## config.mk

```make
export PLATFORM = sky130hd
export DESIGN_NAME = bcd_rtc_regs
export DESIGN_NICKNAME = d
export VERILOG_FILES = /design/src/rtl/rtc_pkg.sv /design/src/rtl/rtc_step.sv /design/src/rtl/rtc_counter.sv /design/src/rtl/bcd_rtc_regs.sv
export SDC_FILE = /design/constraint.sdc
export NUM_CORES = 1
export LEC_CHECK = 0
export ABC_AREA = 1
export BUFFER_PORTS_ARGS = -buffer_cell sky130_fd_sc_hd__buf_4
export CAP_MARGIN = 20
export CORE_UTILIZATION = 55
export DETAILED_ROUTE_END_ITERATION = 10
export PLACE_DENSITY = 0.73
export SLEW_MARGIN = 20
export SYNTH_ARGS = -nofsm -noshare
export SYNTH_HDL_FRONTEND = slang
export SYNTH_HIERARCHICAL = 1
export SYNTH_SLANG_ARGS = --single-unit
```

## constraint.sdc

```tcl
create_clock -name clk -period 3.6 [get_ports clk]
set_input_delay 0.36 -clock clk [delete_from_list [all_inputs] [get_ports clk]]
set_output_delay 0.36 -clock clk [all_outputs]
set_load 0.1 [all_outputs]
```

## src/rtl/rtc_pkg.sv

```systemverilog
package rtc_pkg;
  localparam int REG_W  = 8;
  localparam int ADDR_W = 3;

  typedef struct packed {
    logic [REG_W-1:0] sec;
    logic [REG_W-1:0] mins;
    logic [REG_W-1:0] hrs;
    logic [REG_W-1:0] wday;
    logic [REG_W-1:0] mday;
    logic [REG_W-1:0] mon;
    logic [REG_W-1:0] yr;
  } cal_t;

  typedef enum logic [ADDR_W-1:0] {
    A_CTRL = 3'd0, A_SEC = 3'd1, A_MIN = 3'd2, A_HOUR = 3'd3,
    A_WDAY = 3'd4, A_MDAY = 3'd5, A_MON = 3'd6, A_YEAR = 3'd7
  } reg_sel_e;

  localparam logic [REG_W-1:0] M_SEC  = 8'h7F;
  localparam logic [REG_W-1:0] M_MIN  = 8'h7F;
  localparam logic [REG_W-1:0] M_HOUR = 8'h3F;
  localparam logic [REG_W-1:0] M_WDAY = 8'h07;
  localparam logic [REG_W-1:0] M_MDAY = 8'h3F;
  localparam logic [REG_W-1:0] M_MON  = 8'h1F;
  localparam logic [REG_W-1:0] M_YEAR = 8'hFF;

  localparam cal_t CAL_RESET = '{sec: 8'h00, mins: 8'h00, hrs: 8'h00,
                                 wday: 8'h01, mday: 8'h01, mon: 8'h01, yr: 8'h00};

  function automatic logic [REG_W-1:0] bcd_inc(input logic [REG_W-1:0] v);
    if (v[3:0] == 4'd9) return {v[7:4] + 4'd1, 4'd0};
    else                return {v[7:4], v[3:0] + 4'd1};
  endfunction

  // year mod 4 from BCD: (10*tens + units) mod 4 == (2*tens + units) mod 4
  function automatic logic is_leap(input logic [REG_W-1:0] y);
    logic [1:0] r;
    r = y[1:0] + {y[4], 1'b0};
    return (r == 2'd0);
  endfunction

  function automatic logic [REG_W-1:0] month_last(input logic [REG_W-1:0] m,
                                                  input logic [REG_W-1:0] y);
    case (m)
      8'h02:                      return is_leap(y) ? 8'h29 : 8'h28;
      8'h04, 8'h06, 8'h09, 8'h11: return 8'h30;
      default:                    return 8'h31;
    endcase
  endfunction
endpackage

```

## src/rtl/rtc_step.sv

```systemverilog
module rtc_step
  import rtc_pkg::*;
(
  input  cal_t cur,
  output cal_t nxt
);
  always_comb begin
    nxt = cur;
    if (cur.sec != 8'h59) nxt.sec = bcd_inc(cur.sec);
    else begin
      nxt.sec = 8'h00;
      if (cur.mins != 8'h59) nxt.mins = bcd_inc(cur.mins);
      else begin
        nxt.mins = 8'h00;
        if (cur.hrs != 8'h23) nxt.hrs = bcd_inc(cur.hrs);
        else begin
          nxt.hrs  = 8'h00;
          nxt.wday = (cur.wday == 8'h07) ? 8'h01 : bcd_inc(cur.wday);
          if (cur.mday != month_last(cur.mon, cur.yr)) nxt.mday = bcd_inc(cur.mday);
          else begin
            nxt.mday = 8'h01;
            if (cur.mon != 8'h12) nxt.mon = bcd_inc(cur.mon);
            else begin
              nxt.mon = 8'h01;
              nxt.yr  = (cur.yr == 8'h99) ? 8'h00 : bcd_inc(cur.yr);
            end
          end
        end
      end
    end
  end
endmodule

```

## src/rtl/rtc_counter.sv

```systemverilog
module rtc_counter
  import rtc_pkg::*;
(
  input  logic clk,
  input  logic rst_n,
  input  logic tick,
  input  logic halt,
  input  logic load,
  input  cal_t load_val,
  output cal_t cnt
);
  cal_t base, stepped;

  assign base = load ? load_val : cnt;

  rtc_step u_step (.cur(base), .nxt(stepped));

  always_ff @(posedge clk) begin
    if (!rst_n)              cnt <= CAL_RESET;
    else if (tick && !halt)  cnt <= stepped;
    else                     cnt <= base;
  end
endmodule

```

## src/rtl/bcd_rtc_regs.sv

```systemverilog
module bcd_rtc_regs
  import rtc_pkg::*;
(
  input  logic              clk,
  input  logic              rst_n,
  input  logic              tick_i,
  input  logic [ADDR_W-1:0] addr_i,
  input  logic [REG_W-1:0]  wdata_i,
  input  logic              we_i,
  output logic [REG_W-1:0]  rdata_o
);
  logic wr_q, rd_q, sign_q, stop_q, kick_q, ftest_q;
  logic frozen, load;
  cal_t cnt_q, snap_q, view;
  reg_sel_e sel;

  assign sel    = reg_sel_e'(addr_i);
  assign frozen = wr_q | rd_q;
  assign load   = we_i && (sel == A_CTRL) && wr_q && !wdata_i[7];

  rtc_counter u_cnt (
    .clk(clk), .rst_n(rst_n), .tick(tick_i), .halt(stop_q),
    .load(load), .load_val(snap_q), .cnt(cnt_q)
  );

  // control bits and flag bits: writable at any time
  always_ff @(posedge clk) begin
    if (!rst_n) begin
      {wr_q, rd_q, sign_q, stop_q, kick_q, ftest_q} <= '0;
    end else if (we_i) begin
      case (sel)
        A_CTRL: {wr_q, rd_q, sign_q} <= wdata_i[7:5];
        A_SEC:  stop_q  <= wdata_i[7];
        A_HOUR: kick_q  <= wdata_i[7];
        A_WDAY: ftest_q <= wdata_i[6];
        default: ;
      endcase
    end
  end

  // visible copy: follows the count unless frozen; takes writes under hold
  always_ff @(posedge clk) begin
    if (!rst_n) snap_q <= CAL_RESET;
    else if (!frozen) snap_q <= cnt_q;
    else if (we_i && wr_q) begin
      case (sel)
        A_SEC:  snap_q.sec  <= wdata_i & M_SEC;
        A_MIN:  snap_q.mins <= wdata_i & M_MIN;
        A_HOUR: snap_q.hrs  <= wdata_i & M_HOUR;
        A_WDAY: snap_q.wday <= wdata_i & M_WDAY;
        A_MDAY: snap_q.mday <= wdata_i & M_MDAY;
        A_MON:  snap_q.mon  <= wdata_i & M_MON;
        A_YEAR: snap_q.yr   <= wdata_i & M_YEAR;
        default: ;
      endcase
    end
  end

  assign view = frozen ? snap_q : cnt_q;

  always_comb begin
    case (sel)
      A_CTRL:  rdata_o = {wr_q, rd_q, sign_q, 5'd0};
      A_SEC:   rdata_o = {stop_q, view.sec[6:0]};
      A_MIN:   rdata_o = view.mins & M_MIN;
      A_HOUR:  rdata_o = {kick_q, 1'b0, view.hrs[5:0]};
      A_WDAY:  rdata_o = {1'b0, ftest_q, 3'd0, view.wday[2:0]};
      A_MDAY:  rdata_o = view.mday & M_MDAY;
      A_MON:   rdata_o = view.mon & M_MON;
      default: rdata_o = view.yr;
    endcase
  end
endmodule

```

==> results of run 1 <==
==> cell families (layout without fill, tap and decap cells) <==
group / after synthesis / in the layout / share of synthesized area (%)
AND/OR/NAND/NOR: 928 / 928 / 44.7
multiplexers: 1 / 1 / 0.115
AO/OA/AOI/OAI: 152 / 152 / 9.48
XOR/XNOR: 21 / 21 / 2.11
flip-flops: 118 / 118 / 27.1
buffers and inverters: 237 / 264 / 13.1
adder cells (fa/ha/maj): 24 / 24 / 3.44
==> area by class of cell <==
cell class              instances  area (µm²)
clock buffers                  21         460
clock inverters                10         200
fillers                      1503        5720
inverters                     174         671
multi-input cells            1126        5230
flip-flops and latches        118        2360
well taps                     211         264
repair buffers                 59         455
==> power by group through the flow <==
stage / clock network [mW] / registers (mW) / logic (mW)
6_report: 1.93 / 1.46 / 0.737
3_3_place_gp: 0 / 1.48 / 0.713
2_1_floorplan: 0 / 1.46 / 0.575
5_1_grt: 2.02 / 1.47 / 0.826
3_5_place_dp: 0 / 1.48 / 0.723
4_1_cts: 1.95 / 1.46 / 0.730
==> layout by cell type, fill, tap and decap left out, types with 4 or more instances in the layout <==
| master | n |
|---|---|
| buf_4 | 58 |
| nor2_2 | 6 |
| clkbuf_16 | 17 |
| o21ai_1 | 5 |
| nand3_1 | 118 |
| o22ai_1 | 6 |
| xnor2_1 | 4 |
| o21ai_0 | 51 |
| nand2_2 | 21 |
| bufinv_16 | 6 |
| ha_1 | 24 |
| dfxtp_1 | 118 |
| nand4_1 | 14 |
| clkinv_2 | 4 |
| a21oi_1 | 73 |
| nand2_1 | 571 |
| xor2_1 | 17 |
| nor2_1 | 165 |
| nor3_1 | 8 |
| inv_2 | 7 |
| inv_1 | 163 |
| nor2_4 | 8 |
==> routing by layer <==
metal	vias up	part of all wire [%]	GRT usage, %
met5	-	0	0
met1	4059	45	41.2
met3	49	6.5	5.84
li1	4635	-	-
met2	329	46	52.3
met4	0	2.3	11.8
==> worst register-to-register path: cells and delay by family, from the launching register on <==
kind,cells,cell delay (ns)
AOI/OAI and AO/OA,1,0.14
and+or+nand+nor,12,1.44
buffers and inverters,7,1.00
adders and majority gates,1,0.25
DFF,1,0.36
==> flip-flops by register name (all words and copies together), names as in the netlist <==
signal	cells
u_cnt/cnt	56
ftest_q	1
snap_q	56
rd_q	1
wr_q	1
sign_q	1
stop_q	1
kick_q	1
==> path summary, 6_finish.rpt <==
kind,slack [ns],startpoint,cells past startpoint,to
setup / recovery,0.36,wr_q,21,u_cnt/cnt[15]
setup reg to reg,0.36,wr_q,21,u_cnt/cnt[15]
hold reg to reg,0.46,sign_q,2,sign_q
hold / removal,0.22,wdata_i[0],3,snap_q[16]
==> Yosys cell counts (all sizes together) <==
cell type  number
a311oi          1
o21a            3
dfxtp         118
nand2         594
o211ai          3
nor3b           1
nor2          179
xnor2           4
clkinv          3
a211oi          1
nand4          16
o41ai           1
o31ai           2
a22oi           1
or2             4
clkbuf         10
xor2           17
nand3         119
nand3b          3
o21ai          60
o22ai           6
mux2i           1
nor4            1
inv           171
a21oi          73
buf            53
nor3           11
o2111ai         1
ha             24
==> run summary, run 1 <==
Core Region: 15400 µm²
initial antenna violation count: 0
Initial Utilization: 56.8%
mean post-synth cell area: 5.89 µm²
Die Y: 128 µm
DP Worst Slack: 0.114 ns
Final Cycle Share: 90.1%
Area Overhead vs Synth: 10.5%
Slew Limit Fails: 0
# H-tree levels: 4
Die W: 128 µm
die area: 16400 µm²
Synth warnings: 6
Hold Buf Count CTS: 0
Tmin final: 3.24 ns
final worst-path setup slack: 0.355 ns
synthesized area: 8730 µm²
Initial DRC Count: 816
Port Buffer Count: 22
Clk pin slew, worst setup/hold paths: 0.06 ns
worst hold slack: 0.224 ns
Top Family by Delay on Critical Path: simple AND/OR/NAND/NOR gates
post-cts sizing count: 0
critical path class: flop to flop
Int Pwr: 2.96 mW
peak supply drop: 0.382 mV
cell-by-cell trace of the critical path: nand2_4, nor3_2, buf_4, inv_8, buf_4, nand2_1, nand2_1, ha_1, nand3_1, inv_1, nand2_2, nor2_4, nand2_2, clkinv_4, nand2_4, clkinv_4, o21ai_1, inv_1, nand3_1, nand2_1, nor2_1
largest net degree at the start of global routing: 57
RSZ-0062 raised after global routing: false
vias in the first global route: 8132
Worst Max-Slew Pin Slew: 0.737 ns
# clock sinks: 118
Pwr Total: 4.13 mW
aggregate routed wire length: 25.4 mm
CTS buffer count: 17
GRT Residual Overflow: 0
CTS Buffer Depth: 2
Logic pwr share: 17.9%
TritonRoute pass-1 iters: 5
hold crit path type: input port to flop
clk_lat worst skew: 0.43 ns
cell area power density: 428 nW/µm²
# IOs: 23
Antenna Nets Post-Route: 0
P_sw: 1.17 mW
Startpoint Class: flop
Synth cell types: 48
Post-Syn Instances: 1481
vias: 9072
total setup buffers inserted after CTS: 0
leakage power: 4.78 nW
fraction of layout cells with a size suffix above 1: 9.81%
#FFs+latches synth: 118
Setup Skew: 0.00764 ns
Sequential Power Share: 35.4%
CP max-delay cell: dfxtp_1
# rows: 45
dpl hpwl: 17.1 mm
final hold viol count: 0
Max Cap Viol: 0
Sum Neg Setup Slack: 0 ns
Inst Count DP: 1688
largest area contributor in the netlist: dfxtp_1
cell mode on critical path: nand2_1
Clock Power Share: 46.8%
sequential cell area fraction in the yosys report: 27.1%
fmax: 308 MHz
Residual DRC: 0
Setup violations, final: 0
Design Area, Final: 9650 µm²
GPL Wtd Cong: 0.987
Placed Area: 8990 µm²
n_diodes: 0
Layout Utilization: 62.8%
Setup crit end kind: flop
Synth top area share: 27.1%
Finished Layout Cells: 1719
TritonCTS clock tree: built
top post-synthesis cells by area: dfxtp_1, nand2_1, nor2_1
Total GRT Usage: 31.7%
Net Count, Synth: 1520
outcome: completed
first-pass GRT wire length: 40.6 mm
drt wl/cell: 14.8 µm
slowest stage delay, CP: 0.36 ns
Worst slew margin: 50.8%
Total Nets Final: 1535
Worst EP required: 3.96 ns
Worst Path Max Fanout: 20
switching part of the total: 28.3%
CP arrival: 3.60 ns
worst path bufs/invs: 7
root buffer cell: clkbuf_16
Vias/cell: 5.28
No activity file was read; power rests on OpenSTA's default activity.
==> run 2, diff against run 1 <==
clock period = 3.1 ns   (was 3.6 ns; I/O delays follow)
==> run summary, run 2 (synthesis results as in run 1) <==
Hold Crit Start: wdata_i[0]
Total Nets Final: 1611
Worst slew margin: 32.6%
Setup Skew: 0.00615 ns
most frequent cells in the layout: nand2_1, nor2_1, inv_1, buf_4, nand3_1
GPL Wtd Cong: 0.974
initial antenna violation count: 0
final worst-path setup slack: 0.151 ns
CTS Buffer Depth: 2
critical path class: flop to flop
final hold viol count: 0
Sum Neg Setup Slack: 0 ns
Logic pwr share: 20.2%
Area Overhead vs Synth: 17.4%
Clk pin slew, worst setup/hold paths: 0.06 ns
Slew Limit Fails: 0
cell-by-cell trace of the critical path: nand2_4, nor3_4, buf_6, inv_8, buf_12, nand2_1, nand2_1, inv_1, ha_1, nand3_1, buf_4, inv_2, nand2_2, nor2_4, nand2_4, buf_4, o41ai_1, inv_1, nand3_1, nand2_1, nor2_1
# clock sinks: 118
R2R depth: 21
P_sw: 1.39 mW
Sequential Power Share: 36.7%
Residual DRC: 0
FF-to-FF End: u_cnt/cnt[25]
Worst EP required: 3.46 ns
Antenna Nets Post-Route: 0
# H-tree levels: 4
most common cell after layout, fill and taps aside: nand2_1
# IOs: 23
Int Pwr: 3.23 mW
Setup violations, final: 0
Worst Max-Slew Pin Slew: 1.01 ns
n_diodes: 0
Reg2Reg Launch Point: wr_q
Final Cycle Share: 95.1%
Clock Power Share: 43.1%
Tmin final: 2.95 ns
Core Region: 15400 µm²
largest net degree at the start of global routing: 79
hold-critical path depth: 3
worst path bufs/invs: 8
hold crit path type: input port to flop
aggregate routed wire length: 26.3 mm
clk_lat worst skew: 0.42 ns
outcome: completed
root buffer cell: clkbuf_16
Top Family by Delay on Critical Path: simple AND/OR/NAND/NOR gates
GRT Residual Overflow: 0
Port Buffer Count: 22
Setup crit end kind: flop
DP Worst Slack: -0.240 ns
cell mode on critical path: nand2_1
Die Y: 128 µm
dpl hpwl: 17.9 mm
Initial Utilization: 56.8%
leakage power: 5.17 nW
Vias/cell: 5.31
fraction of layout cells with a size suffix above 1: 14.7%
CP max-delay cell: dfxtp_2
Total GRT Usage: 32.5%
slowest stage delay, CP: 0.36 ns
drt wl/cell: 14.6 µm
Startpoint Class: flop
vias: 9544
TritonCTS clock tree: built
CTS buffer count: 17
switching part of the total: 30.1%
Die W: 128 µm
# rows: 45
vias in the first global route: 8643
Worst Path Max Fanout: 16
die area: 16400 µm²
peak supply drop: 0.386 mV
Initial DRC Count: 1012
CP arrival: 3.31 ns
fmax: 339 MHz
RSZ-0062 raised after global routing: false
Top Registers: snap_q (56), u_cnt/cnt (56)
first-pass GRT wire length: 41.8 mm
TritonRoute pass-1 iters: 5
Max Cap Viol: 0
R2R Setup Slk: 0.15 ns
WHS Endpoint: snap_q[16]
cell area power density: 451 nW/µm²
==> run 2: tightest hold or removal path, delay by kind of cell <==
kind	cells	cell delay [ns]
simple gates	2	0.15
buf+inv	1	0.10
==> run 2: layout make-up <==
type | count | area (µm²)
Inverter | 174 | 678
Multi-Input combinational cell | 1126 | 5260
Timing Repair Buffer | 135 | 1090
Sequential cell | 118 | 2360
Clock buffer | 23 | 498
Tap cell | 211 | 264
Fill cell | 1441 | 5120
Clock inverter | 9 | 97.6
==> run 2: power by group through the flow <==
stage	clock network, mW	registers (mW)	logic (mW)
2_1_floorplan	0	1.70	0.667
3_3_place_gp	0	1.72	0.896
3_5_place_dp	0	1.72	0.910
4_1_cts	2.00	1.69	0.920
5_1_grt	2.06	1.71	1.03
6_report	1.99	1.70	0.933
==> run 2: metal layers <==
| metal | GRT usage (%) | wire, µm | vias up |
|---|---|---|---|
| met5 | 0 | 0 | - |
| met4 | 12.9 | 595 | 0 |
| met3 | 5.43 | 2030 | 49 |
| met2 | 54.1 | 12100 | 368 |
| met1 | 41.9 | 11500 | 4335 |
| li1 | - | - | 4792 |
==> run 2: metrics by stage <==
| step | total power [mW] | util, % | instance area [µm²] | hold WS, ns | cells |
|---|---|---|---|---|---|
| final | 4.62 | 66.7 | 10300 | 0.163 | 1796 |
| after global routing | 4.81 | 66.7 | 10300 | 0.185 | 1796 |
| after CTS | 4.61 | 66.4 | 10200 | 0.159 | 1794 |
| after detailed placement | 2.63 | 62.5 | 9600 | 0.448 | 1762 |
| after global placement | 2.62 | 62.5 | 9600 | 0.447 | 1762 |
| after floorplan | 2.37 | - | 8730 | 0.429 | 1481 |
==> run 2: worst max-delay path by stage <==
stage / startpoint / endpoint / depth (start not counted)
global placement: addr_i[0] / u_cnt/cnt[28] / 25
global route: wr_q / u_cnt/cnt[35] / 22
CTS: wr_q / u_cnt/cnt[18] / 22
finish: wr_q / u_cnt/cnt[25] / 21
detailed placement: addr_i[0] / u_cnt/cnt[18] / 24
floorplan: addr_i[0] / u_cnt/cnt[12] / 23
==> run 2: repair_timing <==
action                     in CTS  in global routing
setup endpoints to repair       0                 31
hold buffers                    0                  0
gates resized for setup         0                 12
buffers inserted                0                  2
==> run 3, diff against run 2 <==
ABC_AREA = default   (was 1)
==> run summary, run 3 <==
Port Buffer Count: 22
Max Cap Viol: 0
mean post-synth cell area: 7.91 µm²
aggregate routed wire length: 25.8 mm
# rows: 44
R2R depth: 15
most frequent cells in the layout: buf_4, nand2_1, dfxtp_1, nor2_1, a211oi_1
Inst Count DP: 1322
first-pass GRT wire length: 41.2 mm
Setup crit end kind: flop
Layout Utilization: 74.3%
GRT Residual Overflow: 0
Startpoint Class: flop
root buffer cell: clkbuf_16
Die Y: 124 µm
outcome: finished, violations left
Net Count, Synth: 1082
Post-synth EDFFs: 0
leakage power: 4.54 nW
CTS Buffer Depth: 2
Setup violations, final: 31
# H-tree levels: 4
vias in the first global route: 8242
Tmin final: 3.47 ns
die area: 15500 µm²
top post-synthesis cells by area: dfxtp_1, mux2i_1, nand2_1
vias: 8515
Total GRT Usage: 32.7%
Synth cell types: 80
# clock sinks: 118
Post-synth ARST share: 0%
DP Worst Slack: -0.725 ns
cell-by-cell trace of the critical path: and3b_4, buf_6, mux2i_2, inv_1, buf_4, nand2b_1, o41ai_4, buf_4, nor2_4, mux2_4, buf_4, nand3_2, mux2_4, nor3b_2, a211oi_1
final worst-path setup slack: -0.365 ns
Initial Utilization: 56.6%
Final Cycle Share: 112%
Worst EP required: 3.35 ns
Finished Layout Cells: 1384
Total Nets Final: 1229
drt wl/cell: 18.7 µm
peak supply drop: 0.409 mV
Clk pin slew, worst setup/hold paths: 0.05 ns
fraction of layout cells with a size suffix above 1: 31.4%
hold-critical path depth: 2
n_diodes: 0
top post-synthesis cells by count: nand2_1, dfxtp_1, nor2_1, mux2i_1, inv_1
fmax: 289 MHz
cell area power density: 408 nW/µm²
clk_lat worst skew: 0.42 ns
Register Area: 2360 µm²
Antenna Nets Post-Route: 0
RSZ-0062 raised after global routing: true
synthesized area: 8250 µm²
CTS buffer count: 17
Initial DRC Count: 822
GPL Wtd Cong: 0.881
failing checks: negative setup slack
worst path bufs/invs: 5
initial antenna violation count: 0
WP depth: 15
fillcell total: 1022
final hold viol count: 0
largest area contributor in the netlist: dfxtp_1
CP max-delay cell: o41ai_4
Top Family by Delay on Critical Path: multiplexers
cell mode on critical path: buf_4
Die W: 124 µm
Vias/cell: 6.15
Multi-input gate area: 5830 µm²
Area Overhead vs Synth: 31.4%
Synth warnings: 6
dpl hpwl: 16.9 mm
Setup Skew: 0.0117 ns
Worst Path Max Fanout: 8
R2R Setup Slk: -0.37 ns
# IOs: 23
hold crit path type: input port to flop
Core Region: 14600 µm²
CP arrival: 3.71 ns
most common cell after layout, fill and taps aside: buf_4
Synth top area share: 28.6%
Worst slew margin: 40.0%
#FFs+latches synth: 118
sequential cell area fraction in the yosys report: 28.6%
Top Registers: snap_q (56), u_cnt/cnt (56)
Post-Syn Instances: 1043
slowest stage delay, CP: 0.37 ns
largest net degree at the start of global routing: 70
Main synth FF type: dfxtp_1
critical path class: flop to flop
TritonCTS clock tree: built
most frequent cell after synthesis: nand2_1
Slew Limit Fails: 0
TritonRoute pass-1 iters: 6
Residual DRC: 0
Worst Max-Slew Pin Slew: 0.898 ns
## run 3: changes by cell type after synthesis, sizes merged, moves of 14 or more
cell	before	now
nand2	594	142
inv	171	76
nor2	179	82
o21ai	60	35
mux2i	1	76
a22oi	1	15
nand3	119	29
nor3b	1	57
a211oi	1	78
a31oi	0	14
## run 3: cell families (layout without fill, tap and decap cells)
logic type	after synthesis	in the layout	share of synthesized area (%)
simple gates	407	407	25.7
xor+xnor	15	15	1.59
fa+ha+maj	24	24	3.64
mux	89	89	11.3
compound gates	244	244	20.6
buf+inv	146	303	8.61
flops	118	118	28.6
## run 3: where the power goes
group,total [mW],internal (mW),switching (mW)
combinational,0.972,0.408,0.564
clock,1.76,1.08,0.674
sequential,1.70,1.61,0.0854
total,4.43,3.11,1.32
## run 3: per-stage QoR
stage               total power, mW  cell area, µm²  setup TNS, ns  hold slack, ns
floorplan                      2.29            8540         -12.65           0.372
detailed placement             2.59            9590         -21.02           0.449
global route                   4.58           10800          -9.84           0.165
CTS                            4.34           10400          -5.05           0.167
global placement               2.57            9590         -17.83           0.443
finish                         4.43           10800          -5.44           0.178
## run 3: layout make-up
| cell class | count | area share, % |
|---|---|---|
| Tap cell | 184 | 2.12 |
| Multi-Input combinational cell | 779 | 53.8 |
| Inverter | 76 | 2.69 |
| Clock inverter | 5 | 0.231 |
| Sequential cell | 118 | 21.8 |
| Clock buffer | 24 | 4.53 |
| Timing Repair Buffer | 198 | 14.8 |
## run 3: final timing paths
path                      start            to
hold / removal            rst_n    snap_q[16]
hold reg to reg   u_cnt/cnt[23]    snap_q[23]
setup reg to reg           wr_q  u_cnt/cnt[2]
setup / recovery           wr_q  u_cnt/cnt[2]
## run 3: layer usage
layer | vias up | share of wire, % | global-route usage (%)
met2 | 341 | 48 | 53.9
met3 | 70 | 7.2 | 8.16
met4 | 0 | 2.7 | 11.7
met5 | - | 0 | 0
li1 | 4030 | - | -
met1 | 4074 | 42 | 41.3
## run 3: repair_timing
action / CTS / global route
setup endpoints to repair: 36 / 41
setup buffers: 16 / 18
gates resized for setup: 41 / 74
pin swaps: 28 / 38
hold buffers: 0 / 0
cloned: 1 / 0
